**config.mk**
```make
export PLATFORM = sky130hd
export DESIGN_NAME = serial_audio_rx
export DESIGN_NICKNAME = d
export VERILOG_FILES = /design/src/rtl/sarx_pkg.sv /design/src/rtl/sarx_sync_bit.sv /design/src/rtl/sarx_edge.sv /design/src/rtl/sarx_deser.sv /design/src/rtl/serial_audio_rx.sv
export SDC_FILE = /design/constraint.sdc
export NUM_CORES = 1
export LEC_CHECK = 0
export BUFFER_PORTS_ARGS = -buffer_cell sky130_fd_sc_hd__buf_2
export CORE_MARGIN = 10
export CORE_UTILIZATION = 49
export CTS_CLUSTER_SIZE = 28
export DETAILED_ROUTE_END_ITERATION = 10
export PLACE_DENSITY_LB_ADDON = 0.12
export SLEW_MARGIN = 10
export SYNTH_ARGS = -nofsm -noshare
export SYNTH_HDL_FRONTEND = slang
export SYNTH_SLANG_ARGS = --single-unit
export TNS_END_PERCENT = 20
```
**constraint.sdc**
```tcl
create_clock -name clk_i -period 3.95 [get_ports clk_i]
set_clock_uncertainty 0.15 [all_clocks]
set_input_delay 0.395 -clock clk_i [delete_from_list [all_inputs] [get_ports clk_i]]
set_output_delay 0.395 -clock clk_i [all_outputs]
set_load 0.02 [all_outputs]
```
**src/rtl/sarx_pkg.sv**
```systemverilog
`timescale 1ns/1ps
// Shared encodings for the serial audio receiver.
// Assumes the width select never asks for more bits than the output holds.
package sarx_pkg;

    typedef enum logic [1:0] {
        FMT_I2S = 2'd0,
        FMT_LJ  = 2'd1,
        FMT_RJ  = 2'd2,
        FMT_PCM = 2'd3
    } sarx_fmt_e;

    // Map the width select code to a bit count.
    function automatic int unsigned sarx_width(input logic [1:0] wsel);
        case (wsel)
            2'd0:    return 16;
            2'd1:    return 20;
            2'd2:    return 24;
            default: return 32;
        endcase
    endfunction

endpackage

```
**src/rtl/sarx_sync_bit.sv**
```systemverilog
`timescale 1ns/1ps
// Multi-stage synchronizer for one asynchronous pin.
// Assumes the pin is a level (not a pulse) that stays put for many clocks.
module sarx_sync_bit #(
    parameter int unsigned STAGES = 2
) (
    input  logic clk_i,
    input  logic rst_ni,
    input  logic d_i,
    output logic q_o
);

    logic [STAGES-1:0] chain_q;

    // Shift the pin value through the flop chain.
    always_ff @(posedge clk_i) begin
        if (!rst_ni) begin
            chain_q <= '0;
        end else begin
            chain_q <= {chain_q[STAGES-2:0], d_i};
        end
    end

    assign q_o = chain_q[STAGES-1];

endmodule

```
**src/rtl/sarx_edge.sv**
```systemverilog
`timescale 1ns/1ps
// Rising-edge detector on the synchronized bit clock.
// Assumes the input is already in the system clock domain.
module sarx_edge (
    input  logic clk_i,
    input  logic rst_ni,
    input  logic lvl_i,
    output logic rise_o
);

    logic lvl_d_q;

    // Keep the previous level for edge comparison.
    always_ff @(posedge clk_i) begin
        if (!rst_ni) begin
            lvl_d_q <= 1'b0;
        end else begin
            lvl_d_q <= lvl_i;
        end
    end

    assign rise_o = lvl_i & ~lvl_d_q;

endmodule

```
**src/rtl/sarx_deser.sv**
```systemverilog
`timescale 1ns/1ps
// Frame tracker and deserializer. On each bit strobe it takes one data
// sample and one LRC sample, finds LRC boundaries for the chosen format,
// indexes the sample within its period and assembles words MSB first.
// Assumes fmt_i and wsel_i are static outside reset and that the width
// never exceeds DW.
module sarx_deser
    import sarx_pkg::*;
#(
    parameter int unsigned DW = 32,
    parameter int unsigned CW = 7
) (
    input  logic          clk_i,
    input  logic          rst_ni,
    input  logic [1:0]    fmt_i,
    input  logic [1:0]    wsel_i,
    input  logic          stb_i,
    input  logic          bit_i,
    input  logic          lrc_i,
    output logic          valid_o,
    output logic [DW-1:0] data_o,
    output logic          right_o,
    output logic          err_o
);

    localparam logic [CW-1:0] CNT_MAX = {CW{1'b1}};

    sarx_fmt_e     fmt_w;
    logic [CW-1:0] n_w, first_w, end_l_w, end_r_w, need_w, idx_w;
    logic [DW-1:0] mask_w, acc_nxt_w, out_data_w;
    logic          is_i2s_w, is_lj_w, is_rj_w, is_pcm_w;
    logic          boundary_w, live_w, in_l_w, in_r_w, grab_w, tail_w;
    logic          word_done_w, rj_done_w, short_w, emit_w, out_right_w;

    logic          seen_q, synced_q, lrc_last_q;
    logic [CW-1:0] cnt_q;
    logic [DW-1:0] acc_q, rj_q;
    logic          valid_q, right_q, err_q;
    logic [DW-1:0] data_q;

    // Decode the format and derive the word windows for the current width.
    always_comb begin
        fmt_w    = sarx_fmt_e'(fmt_i);
        is_i2s_w = (fmt_w == FMT_I2S);
        is_lj_w  = (fmt_w == FMT_LJ);
        is_rj_w  = (fmt_w == FMT_RJ);
        is_pcm_w = (fmt_w == FMT_PCM);
        n_w      = CW'(sarx_width(wsel_i));
        first_w  = (is_i2s_w || is_pcm_w) ? CW'(1) : '0;
        end_l_w  = first_w + n_w;
        end_r_w  = end_l_w + n_w;
        need_w   = is_pcm_w ? end_r_w : n_w;
        mask_w   = ~({DW{1'b1}} << n_w);
    end

    // Locate the current sample relative to the last LRC boundary.
    always_comb begin
        if (is_pcm_w) begin
            boundary_w = seen_q && lrc_i && !lrc_last_q;
        end else begin
            boundary_w = seen_q && (lrc_i != lrc_last_q);
        end
        idx_w   = boundary_w ? '0 : cnt_q;
        live_w  = synced_q || boundary_w;
        in_l_w  = (idx_w >= first_w) && (idx_w < end_l_w);
        in_r_w  = is_pcm_w && (idx_w >= end_l_w) && (idx_w < end_r_w);
    end

    // Decide capture, completion and error events for this strobe.
    always_comb begin
        grab_w      = stb_i && live_w && (in_l_w || in_r_w) && !is_rj_w;
        tail_w      = stb_i && is_i2s_w && boundary_w && synced_q && (cnt_q == n_w);
        word_done_w = grab_w && ((idx_w == end_l_w - CW'(1)) ||
                                 (is_pcm_w && (idx_w == end_r_w - CW'(1))));
        rj_done_w   = stb_i && is_rj_w && boundary_w && synced_q && (cnt_q >= n_w);
        short_w     = stb_i && boundary_w && synced_q && (cnt_q < need_w);
        if ((idx_w == first_w && !boundary_w) || (is_pcm_w && idx_w == end_l_w)) begin
            acc_nxt_w = {{(DW-1){1'b0}}, bit_i};
        end else begin
            acc_nxt_w = {acc_q[DW-2:0], bit_i};
        end
    end

    // Select the word and channel tag to publish.
    always_comb begin
        emit_w      = word_done_w || tail_w || rj_done_w;
        out_data_w  = acc_nxt_w & mask_w;
        out_right_w = 1'b0;
        if (rj_done_w) begin
            out_data_w  = rj_q & mask_w;
            out_right_w = ~lrc_last_q;
        end else if (tail_w) begin
            out_right_w = lrc_last_q;
        end else if (is_i2s_w) begin
            out_right_w = lrc_i;
        end else if (is_lj_w) begin
            out_right_w = ~lrc_i;
        end else begin
            out_right_w = in_r_w;
        end
    end

    // Track framing state and shift in each sampled bit.
    always_ff @(posedge clk_i) begin
        if (!rst_ni) begin
            seen_q     <= 1'b0;
            synced_q   <= 1'b0;
            lrc_last_q <= 1'b0;
            cnt_q      <= '0;
            acc_q      <= '0;
            rj_q       <= '0;
        end else if (stb_i) begin
            seen_q     <= 1'b1;
            lrc_last_q <= lrc_i;
            rj_q       <= {rj_q[DW-2:0], bit_i};
            if (boundary_w) begin
                synced_q <= 1'b1;
                cnt_q    <= CW'(1);
            end else if (cnt_q != CNT_MAX) begin
                cnt_q    <= cnt_q + CW'(1);
            end
            if (grab_w || tail_w) begin
                acc_q <= acc_nxt_w;
            end
        end
    end

    // Register the output strobe, word, tag and error pulse.
    always_ff @(posedge clk_i) begin
        if (!rst_ni) begin
            valid_q <= 1'b0;
            err_q   <= 1'b0;
            right_q <= 1'b0;
            data_q  <= '0;
        end else begin
            valid_q <= emit_w;
            err_q   <= short_w;
            if (emit_w) begin
                data_q  <= out_data_w;
                right_q <= out_right_w;
            end
        end
    end

    assign valid_o = valid_q;
    assign data_o  = data_q;
    assign right_o = right_q;
    assign err_o   = err_q;

endmodule

```
**src/rtl/serial_audio_rx.sv**
```systemverilog
`timescale 1ns/1ps
// Client-mode stereo serial audio receiver. Synchronizes the three serial
// pins, detects bit clock rising edges and hands each sampled bit to the
// deserializer, which emits tagged words and framing errors.
// Assumes SCK phases each last at least two system clocks and that SDI/LRC
// are stable around the SCK rising edge.
module serial_audio_rx #(
    parameter int unsigned DW          = 32,
    parameter int unsigned SYNC_STAGES = 2,
    parameter int unsigned CW          = 7
) (
    input  logic          clk_i,
    input  logic          rst_ni,
    input  logic [1:0]    fmt_i,
    input  logic [1:0]    wsel_i,
    input  logic          sck_i,
    input  logic          lrc_i,
    input  logic          sdi_i,
    output logic          smp_valid_o,
    output logic [DW-1:0] smp_data_o,
    output logic          smp_right_o,
    output logic          frame_err_o
);

    localparam int unsigned NPINS = 3;

    logic [NPINS-1:0] pins_raw;
    logic [NPINS-1:0] pins_syn;
    logic             sck_rise;

    assign pins_raw = {sdi_i, lrc_i, sck_i};

    for (genvar g = 0; g < NPINS; g++) begin : g_sync
        sarx_sync_bit #(.STAGES(SYNC_STAGES)) u_sync (
            .clk_i  (clk_i),
            .rst_ni (rst_ni),
            .d_i    (pins_raw[g]),
            .q_o    (pins_syn[g])
        );
    end

    sarx_edge u_edge (
        .clk_i  (clk_i),
        .rst_ni (rst_ni),
        .lvl_i  (pins_syn[0]),
        .rise_o (sck_rise)
    );

    sarx_deser #(.DW(DW), .CW(CW)) u_deser (
        .clk_i   (clk_i),
        .rst_ni  (rst_ni),
        .fmt_i   (fmt_i),
        .wsel_i  (wsel_i),
        .stb_i   (sck_rise),
        .bit_i   (pins_syn[2]),
        .lrc_i   (pins_syn[1]),
        .valid_o (smp_valid_o),
        .data_o  (smp_data_o),
        .right_o (smp_right_o),
        .err_o   (frame_err_o)
    );

endmodule

```
# After elaboration in Yosys (flattened, before gate mapping)
# Cells that the tools add are included.
[totals] out_inout_bits=35 inputBits=9 elab_cells=99 register_bits=115
[classes] shift=1 add_sub_neg=5 n_eq_ne=12 n_lt_le_gt_ge=6 n_mux=13 bitwise=7 n_reduce_logical=41
[ops] op="AND 32 bit" count=2
[ops] op="2-to-1 mux 32 bit" count=2
[ops] op="NOT 32 bit" count=1
[ops] op="<< shifter 32 x 6 -> 32 bit (first input constant)" count=1
[ops] op="== test 7 bit" count=4
[ops] op="2-to-1 mux 7 bit" count=4
[ops] op="logical AND 1 bit" count=24
[ops] op="less-than comparator 7 bit" count=3
[ops] op="one-hot mux 6 bit (3 select lines)" count=1
[ops] op="adder 7 x 6 -> 7 bit" count=2
[ops] op="greater-or-equal comparator 7 bit" count=2
[ops] op="subtractor 7 x 1 -> 7 bit (second input constant)" count=2
[ops] op="logical OR 1 bit" count=8
[ops] op="adder 7 x 1 -> 7 bit (second input constant)" count=1
[ops] op="== test 7 x 6 -> 1 bit" count=1
[ops] op="greater-or-equal comparator 7 x 6 -> 1 bit" count=1
[ops] op="!= test 7 bit (second input constant)" count=1
[ops] op="== test 2 bit (second input constant)" count=3
[ops] op="2-to-1 mux 1 bit" count=6
[ops] op="AND reduction 2 bit" count=3
[ops] op="== test 2 x 1 -> 1 bit (second input constant)" count=2
[ops] op="zero test 2 bit" count=2
[ops] op="zero test 1 bit" count=3
[ops] op="NOT 1 bit" count=3
[ops] op="3 further kinds" count=3

# Depth between registers and ports, before layout
# Gate-level depths: netlist of run 1.
[logic_depth] ltp_word=13 depth_mapped=16 mapped_depth_nobuf=12

# By module
# A second synthesis of run 1 with hierarchy kept.
[hier_totals] hier_cells=656 hier_area_um2=5716.7
[by_module_without_submodules] mod="sarx_deser" seq_area_each_um2=2162.1 cells_each=641 area_each_um2=5519.0 instances=1
[by_module_without_submodules] mod="sarx_sync_bit" seq_area_each_um2=40.0 cells_each=4 area_each_um2=52.6 instances=3
[by_module_without_submodules] mod="sarx_edge" seq_area_each_um2=20.0 cells_each=3 area_each_um2=40.0 instances=1

# Worst setup path before layout of run 1
# Ideal clock, no wire load.
[synth_path] path_kind="input port to flip-flop" start="input fmt_i[0]" end="register u_deser.data_q[22], in the netlist u_deser.data_o[22]" path_stages=14 n_path_buf=4 required_ps=3728 t_arrival_ps=3245 setup_time_ps=72 slack_ps=483 cell_sequence="ha_1 -> buf_4 -> nand4bb_1 -> clkbuf_1 -> and3_1 -> ha_1 -> nand3b_1 -> o21ai_0 -> a2bb2oi_1 -> o22ai_2 -> a31oi_2 -> buf_6 -> buf_6 -> mux2i_1"
[synth_between] elab_chain_len=13 elab_cells_between_ends=48 classes_between="add/sub: 4; order compare: 4; eq/ne: 6; mux: 5; bitwise: 1; reduce/logical: 28"
[synth_rtl] item="start, declared" line="serial_audio_rx.sv:14" text="input logic [1:0] fmt_i,"
[synth_rtl] item="branches (longest 13 deep; another with adder 7 x 6 -> 7 bit)"
[synth_rtl] item="end signal, assigned" line="sarx_deser.sv:139" text="data_q <= out_data_w;"
[synth_rtl] item="end, declared" line="sarx_deser.sv:39" text="logic [DW-1:0] data_q;"
# Parallel ways; which one is timed is not known.
# A chain may end at the register's enable or synchronous reset.

# Worst setup path after layout of run 1
[layout_path] start="input fmt_i[0]" end="register u_deser.data_q[21], in the netlist u_deser.data_o[21]"
# The elaborated chain is that of the path after synthesis.

==> metrics, run 1 <==
depth of the worst register-to-register path=10; number of buffers inserted during clock tree synthesis=17; largest net degree at the start of global routing=49; Cell variety after synth=67; clock tree from TritonCTS=yes; chip height=133 microns; Clk pin slew, worst setup/hold paths=roughly 60 ps; outcome=finished clean; XOR/XNOR share of the synthesized area=0.0148; hold path depth=2; register-to-register path setup slack=570 ps; Reg-to-Reg Start=g_sync[1].u_sync.chain_q[1]; global-route wire length before repair=30000 microns; Seq/Total Area, Yosys=0.367; pre-CTS WS=between 150 and 200 ps; library cell with the highest instance count after synthesis=sky130_fd_sc_hd__nand2_1; CP Data Arrival Time=3610 ps; Yosys reg bits=~120; GRT overflow=0; Cells after Synth=between 700 and 800; vias in the first global route=between 5000 and 6000; synthesized-area fraction occupied by and/or/nand/nor cells=0.193; initial core utilization=0.499; capturing element type of the critical path=flop; largest cells by area after synthesis=sky130_fd_sc_hd__dfxtp_1, sky130_fd_sc_hd__nand2_1, sky130_fd_sc_hd__a21oi_1; die outline width=about 130 microns; I/O pin count=between 40 and 50; via count=roughly 5900; final net count=around 840; GRT Overall Usage=0.204; Antenna diodes=0; row count=approximately 40; setup_tns=0 ps; kind of launch point of the worst setup path=primary input; proportion of netlist area held by the largest area contributor=0.367; share of post-route cells with drive strength above 1=0.146; Worst Hold Path EP=g_sync[2].u_sync.chain_q[0]; critical path class=primary input to flop; HPWL after DPL=11800 microns; number of flops mapped to enable cells by yosys=0; synthesized area divided by synthesized cell count=~8.0 sq um; synthesized-area fraction occupied by ao, oa, aoi and oai cells=0.261; adder and majority gate portion of the synthesized area=0.0558; CTS Hold Buffers Added=0; Least-Margin Pin Slew=slightly below 800 ps; aggregate routed wire length=18200 microns; Post-Synthesis Net Count=820; hold_sp=sdi_i; routability cong.=~0.89; FFs w/ async S/R, synth=0; starting DRC count in detailed routing=450; leakage dissipation=approximately 2.9 nW; data required time at the worst endpoint=~4100 ps; antenna violations before repair=0; max cap viols=0; number of port buffers=43; relative slew slack=0.483; Max Fanout on Critical Path=24; mux share of post-synthesis cell area=0.0496; Synth Cell Area=~6300 sq um; cell at the root of the clock tree=sky130_fd_sc_hd__clkbuf_16; max-slew violation count=0; cell types with the highest counts after synthesis=sky130_fd_sc_hd__nand2_1, sky130_fd_sc_hd__dfxtp_1, sky130_fd_sc_hd__a21oi_1; post-CTS setup buffer count=0; area overhead of the layout relative to synthesis=15.8%; smallest setup slack after layout=532 ps; total setup violations reported at the end of the flow=0; main combinational cell family by area after synthesis=compound AO/OA/AOI/OAI gates; share of the clock period used by the worst path after layout=0.865; most used flip-flop cell after synthesis=sky130_fd_sc_hd__dfxtp_1; Remaining DRCs=0; dominant cell type by area after synthesis=sky130_fd_sc_hd__dfxtp_1; buffers from clock root to sink, at most=2; Final Hold Viols=0; yosys warns=0; clock latency reported for the late side of the worst-skew pair=around 420 ps; Core Area=approximately 13000 sq um; clock sink count=about 120; Reg2Reg Capture Point=u_deser.data_o[21]; upper clock frequency limit=a little under 300 MHz; RSZ-0062 raised after global routing=no; Die ar.=~18000 sq um; number of vias per cell=around 6.0; number of H-tree branching levels=4; min cycle time layout=3420 ps; 1st-pass router iterations=5; Max rail drop VDD=approximately 450 uV; Pwr per Cell Area=between 400 and 500 nW/um^2; PostCTS Resize Cnt=0; wire length per cell after detailed routing=18.4 microns; Post-DRT Antenna Nets=0; class of the worst hold path=primary input to flop
worst max-delay path, cell delays in order:
cell and delay, ps:
sky130_fd_sc_hd__buf_2 120, sky130_fd_sc_hd__ha_1 340, sky130_fd_sc_hd__nand4bb_1 390, sky130_fd_sc_hd__and3_1 300, sky130_fd_sc_hd__ha_1 340, sky130_fd_sc_hd__nand3b_1 170, sky130_fd_sc_hd__o21ai_0 180, sky130_fd_sc_hd__a2bb2oi_1 410
sky130_fd_sc_hd__o22ai_2 230, sky130_fd_sc_hd__a31oi_4 260, sky130_fd_sc_hd__buf_12 250, sky130_fd_sc_hd__mux2i_1 220
area by class of cell:
class,count,area (sq um)
Clock buffer,19,453
Fill cell,1170,5300
Sequential cell,115,2300
Inverter,18,67.6
Tap cell,172,215
Timing Repair Buffer,72,445
Clock inverter,13,148
Multi-Input combinational cell,577,3640
cells in the final DEF, fill, tap and decap left out, drive strengths merged, types with 3 or more instances in the layout:
| master | n |
|---|---|
| nand3 | 8 |
| clkinv | 3 |
| nand2b | 5 |
| dfxtp | 115 |
| and2 | 36 |
| o21a | 4 |
| inv | 22 |
| nand4 | 9 |
| buf | 72 |
| nor3 | 7 |
| or3 | 3 |
| nand3b | 4 |
| xnor2 | 5 |
| o21ai | 37 |
| a211oi | 3 |
| clkbuf | 19 |
| nor2 | 23 |
| a311oi | 9 |
| a31oi | 7 |
| nand2 | 141 |
| o211ai | 36 |
| ha | 28 |
| nor2b | 5 |
| o311ai | 31 |
| a21oi | 102 |
| mux2i | 30 |
| xor2 | 3 |
| and3 | 4 |
| clkinvlp | 4 |
layer usage:
metal	GRT usage	up-vias	wire, microns
li1	-	2862	-
met1	0.259	2835	8320
met2	0.339	155	8760
met3	0.0429	23	823
met4	0.0641	0	265
met5	0	-	0
power by group:
| group | total, mW | internal (mW) | switching, mW |
|---|---|---|---|
| clock network | 1.56 | 0.970 | 0.588 |
| registers | 1.17 | 1.16 | 0.00470 |
| logic | 0.225 | 0.0650 | 0.160 |
flip-flops by register name, summed over array words and instances (netlist names):
signal / count
g_sync.u_sync.chain_q: 6
u_deser.acc_q: 31
u_deser.cnt_q: 7
u_deser.data_o: 32
u_deser.err_o: 1
u_deser.lrc_last_q: 1
u_deser.right_o: 1
u_deser.rj_q: 32
u_deser.seen_q: 1
u_deser.synced_q: 1
u_deser.valid_o: 1
u_edge.lvl_d_q: 1
cell families after synthesis:
| kind of cell | Yosys count |
|---|---|
| AND/OR/NAND/NOR | 257 |
| AO/OA/AOI/OAI | 252 |
| flip-flops | 115 |
| buffers and inverters | 91 |
| multiplexers | 31 |
| adder cells (fa/ha/maj) | 28 |
| XOR/XNOR | 9 |
worst max-delay path by stage:
stage,from,endpoint,cells after the start
finish,fmt_i[0],u_deser.data_o[21],12
global route,g_sync[1].u_sync.chain_q[1],u_deser.data_o[8],10
CTS,fmt_i[0],u_deser.data_o[6],12
detailed placement,fmt_i[0],u_deser.data_o[7],12
global placement,fmt_i[0],u_deser.data_o[11],12
floorplan,fmt_i[0],u_deser.data_o[22],14
per-stage QoR:
| stage | util | hold WS, ps | cell area (sq um) | cells | power, mW |
|---|---|---|---|---|---|
| 2_1_floorplan | - | 262 | 6280 | 783 | 1.35 |
| 3_3_place_gp | 0.530 | 269 | 6670 | 954 | 1.41 |
| 3_5_place_dp | 0.530 | 272 | 6670 | 954 | 1.42 |
| 4_1_cts | 0.578 | 23.8 | 7270 | 986 | 2.96 |
| 5_1_grt | 0.578 | 36.2 | 7270 | 986 | 3.05 |
| 6_report | 0.578 | 40.9 | 7270 | 986 | 2.95 |
(Power assumes the default switching activity.)
==> run 2: changes to the inputs <==
--- a/config.mk
+++ b/config.mk
@@ -11,6 +11,7 @@
 export CTS_CLUSTER_SIZE = 28
 export DETAILED_ROUTE_END_ITERATION = 10
 export PLACE_DENSITY_LB_ADDON = 0.12
+export REMOVE_ABC_BUFFERS = 1
 export SLEW_MARGIN = 10
 export SYNTH_ARGS = -nofsm -noshare
 export SYNTH_HDL_FRONTEND = slang
==> run 2 against run 1 <==
Net effect: worst setup slack improved by 28 ps; power fell by 2.1%; clock-buffer cell count increased by 3; sequential cell count stayed put; clock power decreased by 4%; sequential share of layout area grew 0.060 points; non-clock buffer count up 1; worst hold slack worse by 16 ps; routed wire length fell by 3.8%; critical path depth stayed put; cell area is 0.19% lower; critical path type unchanged; critical endpoint is now u_deser.acc_q[1].
==> metrics, run 2 (same netlist as run 1, synthesis figures left out) <==
Least-Margin Pin Slew=742 ps (-31.8 ps); max cap viols=0 (unchanged); Worst Hold Path EP=g_sync[2].u_sync.chain_q[0]; largest net degree at the start of global routing=40 (-18%); post-CTS setup buffer count=0 (unchanged); die outline width=133 microns (unchanged); fillers=1155 (-1.3%); buffers from clock root to sink, at most=2 (unchanged); share of the clock period used by the worst path after layout=0.858 (-0.00701); Reg-to-Reg Start=g_sync[1].u_sync.chain_q[1]; Remaining DRCs=0 (unchanged); antenna violations before repair=0 (unchanged); register-to-register path setup slack=660 ps (+90 ps); finished layout cell area=7250 sq um (-0.19%); Max rail drop VDD=282 uV (-38%); fraction of power spent switching nets=0.238 (-0.0173); vias in the first global route=5687 (-1.9%); upper clock frequency limit=295 MHz (+0.82%); global-route wire length before repair=29100 microns (-2.8%); Area after DPL=6670 sq um (+0.11%); Die ar.=17700 sq um (unchanged); data required time at the worst endpoint=4150 ps (about the same); row count=41 (unchanged); Max Fanout on Critical Path=31 (+29%); Post-DRT Antenna Nets=0 (unchanged); Antenna diodes=0 (unchanged); outcome=finished clean; CP Data Arrival Time=3590 ps (-20 ps); depth of the worst register-to-register path=10 (unchanged); routability cong.=0.925 (+3.8%); final core occ=0.577 (-0.00109); Final Hold Viols=0 (unchanged); share of post-route cells with drive strength above 1=0.144 (-0.00246); hold path depth=2 (unchanged); hold_sp=sdi_i; final net count=839 (+0.12%); number of H-tree branching levels=4 (unchanged); share of total power in sequential cells=0.405 (+0.009); wire length per cell after detailed routing=17.7 microns (-3.8%); critical path class=primary input to flop; Clk pin slew, worst setup/hold paths=60 ps (about the same); part of the total power dissipated in the clock network=0.516 (-0.011); clock sink count=115 (unchanged); Internal Pwr Total=2.20 mW (+0.18%); initial core utilization=0.499 (unchanged); total setup violations reported at the end of the flow=0 (unchanged); I/O pin count=44 (unchanged); leakage dissipation=2.87 nW (+0.32%); number of buffers inserted during clock tree synthesis=17 (unchanged); PostCTS Resize Cnt=0 (unchanged); logic gate share of total power=0.079 (+0.003); cell at the root of the clock tree=sky130_fd_sc_hd__clkbuf_16; total power=2.89 mW (-2.1%); GRT Overall Usage=0.199 (-0.00546); HPWL after DPL=11300 microns (-4.2%); aggregate routed wire length=17500 microns (-3.8%); clock latency reported for the late side of the worst-skew pair=420 ps (about the same); RSZ-0062 raised after global routing=no; Reg2Reg Capture Point=u_deser.acc_q[1]; min cycle time layout=3390 ps (-27.7 ps); 1st-pass router iterations=5 (unchanged); max-slew violation count=0 (unchanged); Pwr per Cell Area=399 nW/um^2 (-1.9%); chip height=133 microns (unchanged); clock tree from TritonCTS=yes; commonest non-fill, non-tap cell in the layout=sky130_fd_sc_hd__nand2_1; Core Area=12600 sq um (unchanged); number of vias per cell=5.97 (+0.22%); area overhead of the layout relative to synthesis=15.6%; via count=5888 (+0.22%); switching power summed over all nets=0.687 mW (-8.7%); capturing element type of the critical path=flop; GRT overflow=0 (unchanged); CTS Hold Buffers Added=0 (unchanged); relative slew slack=0.505 (+0.0212); starting DRC count in detailed routing=526 (+17%); class of the worst hold path=primary input to flop; number of port buffers=43 (unchanged); highest-count cells in the layout ignoring fill and taps=sky130_fd_sc_hd__nand2_1, sky130_fd_sc_hd__dfxtp_1, sky130_fd_sc_hd__a21oi_1; kind of launch point of the worst setup path=primary input
==> run 2: cell count changes in the layout (fill, tap and decap cells not counted) <==
cell / change
sky130_fd_sc_hd__clkbuf_1: +2
sky130_fd_sc_hd__clkinvlp_4: -3
sky130_fd_sc_hd__buf_4: +1
sky130_fd_sc_hd__inv_6: -4
sky130_fd_sc_hd__clkbuf_8: +1
sky130_fd_sc_hd__clkinv_2: +3
==> run 2: worst max path at each step <==
| stage | from | to | slack (ps) | cells after the start |
|---|---|---|---|---|
| floorplan | fmt_i[0] | u_deser.acc_q[11] | -1130 | 11 |
| global placement | fmt_i[0] | u_deser.acc_q[19] | 300 | 12 |
| detailed placement | fmt_i[0] | u_deser.acc_q[19] | 230 | 12 |
| CTS | fmt_i[0] | u_deser.acc_q[13] | 650 | 12 |
| global route | fmt_i[0] | u_deser.acc_q[13] | 360 | 12 |
| finish | fmt_i[0] | u_deser.acc_q[1] | 560 | 12 |
==> run 2: critical path: stages <==
cell                        delay (ps)
sky130_fd_sc_hd__buf_2             120
sky130_fd_sc_hd__ha_1              330
sky130_fd_sc_hd__nand4bb_1         390
sky130_fd_sc_hd__and3_1            300
sky130_fd_sc_hd__ha_1              370
sky130_fd_sc_hd__o311ai_1          130
sky130_fd_sc_hd__nor3_1            400
sky130_fd_sc_hd__a21oi_1           240
sky130_fd_sc_hd__nor3_2            190
sky130_fd_sc_hd__buf_4             360
sky130_fd_sc_hd__o311ai_0          200
sky130_fd_sc_hd__a21oi_1           180
==> run 2: through the flow <==
| step | worst slack (ps) | instances | hold slack [ps] | TNS (ps) |
|---|---|---|---|---|
| floorplan | -1130 | 710 | 262 | -54550 |
| global placement | 305 | 955 | 265 | 0 |
| detailed placement | 233 | 955 | 269 | 0 |
| CTS | 650 | 986 | 8.58 | 0 |
| global route | 356 | 986 | 18.2 | 0 |
| finish | 560 | 986 | 25.0 | 0 |
==> run 2: power by group through the flow <==
stage	Combinational [mW]	Clock (mW)	Sequential [mW]
2_1_floorplan	0.139	0	1.19
5_1_grt	0.251	1.57	1.17
6_report	0.228	1.49	1.17
3_3_place_gp	0.223	0	1.19
4_1_cts	0.226	1.52	1.17
3_5_place_dp	0.224	0	1.19
==> run 2: area by class of cell <==
cell class / instances / area [sq um] / area share
multi-input cells: 577 / 3640 / 0.501
flip-flops and latches: 115 / 2300 / 0.317
clock buffers: 22 / 474 / 0.0654
repair buffers: 73 / 453 / 0.0624
well taps: 172 / 215 / 0.0297
clock inverters: 9 / 105 / 0.0145
inverters: 18 / 67.6 / 0.00932
==> run 2: metal layers <==
metal / share of wire / global-route usage / up-vias
met1: 0.45 / 0.253 / 2771
met2: 0.47 / 0.321 / 224
met3: 0.069 / 0.0429 / 28
li1: - / - / 2865
met4: 0.016 / 0.0792 / 0
met5: 0 / 0 / -
==> run 3: changes to the inputs <==
==> constraint.sdc (replaced) <==
create_clock -name clk_i -period 3.95 [get_ports clk_i]
set_clock_uncertainty 0.15 [all_clocks]
set_input_delay 0.5925 -clock clk_i [delete_from_list [all_inputs] [get_ports clk_i]]
set_output_delay 0.5925 -clock clk_i [all_outputs]
set_load 0.02 [all_outputs]
==> run 3 against run 2 <==
Net effect: maximum frequency shrank 2.4%; core utilization grew 0.43 points; clock power grew 3%; routed wire length grew 2.0%; cell count grew 0.61%; register-to-register slack lost 140 ps; non-clock buffer count grew 5; die area is the same; worst setup slack lost 82 ps; sequential power is essentially flat; cell area grew 0.74%; worst hold slack gained 200 ps; largest cell class unchanged.
==> metrics, run 3 (same netlist as run 1, synthesis figures left out) <==
Post-DRT Antenna Nets=0 (unchanged); Clk pin slew, worst setup/hold paths=50 ps (about the same); Core Area=12600 sq um (unchanged); class of the worst hold path=primary input to flop; data required time at the worst endpoint=4070 ps (-80 ps); Antenna diodes=0 (unchanged); largest net degree at the start of global routing=51 (+28%); share of post-route cells with drive strength above 1=0.149 (+0.00505); I/O pin count=44 (unchanged); kind of cell with the highest combined delay on the critical path=simple AND/OR/NAND/NOR gates; total setup violations reported at the end of the flow=0 (unchanged); upper clock frequency limit=288 MHz (-2.4%); highest-count cells in the layout ignoring fill and taps=sky130_fd_sc_hd__nand2_1, sky130_fd_sc_hd__dfxtp_1, sky130_fd_sc_hd__a21oi_1; CTS Hold Buffers Added=0 (unchanged); clock latency reported for the late side of the worst-skew pair=420 ps (about the same); number of H-tree branching levels=4 (unchanged); GRT Overall Usage=0.199 (+0.000725); sequence of cells on the critical path=buf_2 -> ha_1 -> nand4bb_1 -> and3_1 -> ha_1 -> o311ai_1 -> nor3_1 -> a32o_1 -> nor3_2 -> buf_4 -> o311ai_0 -> a21oi_1; Final Hold Viols=0 (unchanged); commonest non-fill, non-tap cell in the layout=sky130_fd_sc_hd__nand2_1; row count=41 (unchanged); wire length per cell after detailed routing=18.0 microns (+1.3%); vias in the first global route=5687 (unchanged); Max stage delay on crit path=460 ps (+60 ps); number of buffers inserted during clock tree synthesis=17 (unchanged); min cycle time layout=3470 ps (+82.3 ps); 1st-pass router iterations=5 (unchanged); crit path buf inv count=2 (unchanged); CP Launch Point=fmt_i[0]; kind of launch point of the worst setup path=primary input; clock tree from TritonCTS=yes; Remaining DRCs=0 (unchanged); Pwr per Cell Area=402 nW/um^2 (+0.95%); Max Fanout on Critical Path=31 (unchanged); total power=2.94 mW (+1.7%); die outline width=133 microns (unchanged); number of vias per cell=5.88 (-1.6%); max-slew violation count=0 (unchanged); Slowest-stage cell, CP=sky130_fd_sc_hd__o311ai_0; buffers from clock root to sink, at most=2 (unchanged); relative slew slack=0.466 (-0.0387); HPWL after DPL=11400 microns (+1.2%); antenna violations before repair=0 (unchanged); global-route wire length before repair=29300 microns (+0.49%); outcome=finished clean; area overhead of the layout relative to synthesis=16.4%; GRT overflow=0 (unchanged); dominant cell type by count on the critical path=sky130_fd_sc_hd__ha_1; chip height=133 microns (unchanged); share of the clock period used by the worst path after layout=0.879 (+0.0208); Reg-to-Reg Start=u_deser.lrc_last_q; CP Data Arrival Time=3600 ps (about the same); starting DRC count in detailed routing=549 (+4.4%); Min Hold Slack=225 ps (+200 ps); leakage dissipation=2.91 nW (+1.2%); PostCTS Resize Cnt=0 (unchanged); post-CTS setup buffer count=0 (unchanged); number of port buffers=43 (unchanged); aggregate routed wire length=17800 microns (+2.0%); fillers=1189 (+2.9%); Die ar.=17700 sq um (unchanged); routability cong.=0.893 (-3.5%); Least-Margin Pin Slew=800 ps (+58.0 ps); clock sink count=115 (unchanged); initial core utilization=0.499 (unchanged); via count=5831 (-0.97%); max cap viols=0 (unchanged); RSZ-0062 raised after global routing=no; capturing element type of the critical path=flop; final net count=844 (+0.60%); Max rail drop VDD=333 uV (+18%); hold_sp=sdi_i; critical path class=primary input to flop; cell at the root of the clock tree=sky130_fd_sc_hd__clkbuf_16
## run 3: worst paths after layout
path,cells after the start,endpoint,slack [ps]
max,12,u_deser.acc_q[11],480
min,2,g_sync[2].u_sync.chain_q[0],230
max reg2reg,10,u_deser.acc_q[11],520
min reg2reg,1,g_sync[2].u_sync.chain_q[1],290
## run 3: report_power, final
group	switching (mW)	total [mW]	internal, mW
combinational	0.162	0.232	0.0696
clock	0.519	1.54	1.02
sequential	0.00436	1.17	1.17
## run 3: area by class of cell
cell class	count	area (sq um)	share of cell area
inverters	18	67.6	0.00925
repair buffers	78	490	0.0671
clock inverters	10	131	0.0180
multi-input cells	577	3640	0.498
well taps	172	215	0.0295
flip-flops and latches	115	2300	0.315
clock buffers	22	464	0.0635
## run 3: metrics by stage
step	TNS, ps	cell area (sq um)	util	std cells	worst slack, ps
final	0	7310	0.581	992	477
after global routing	0	7310	0.581	992	226
after CTS	0	7310	0.581	992	527
after detailed placement	0	6710	0.534	960	153
after global placement	0	6710	0.534	960	213
after floorplan	-67140	5970	-	710	-1330
## run 3: metal layers
metal,up-vias,global-route usage,routed length [microns]
met4,0,0.0665,252
met2,157,0.330,8580
met1,2781,0.252,8130
li1,2874,-,-
met5,-,0,0
met3,19,0.0421,866
## run 3: worst register-to-register path, delay by kind of cell (launching register included)
family	cells	cell delay, ps
AO/OA/AOI/OAI	4	1010
AND/OR/NAND/NOR	4	1180
adder cells (fa/ha/maj)	1	350
flip-flops	1	370
buffers and inverters	1	240
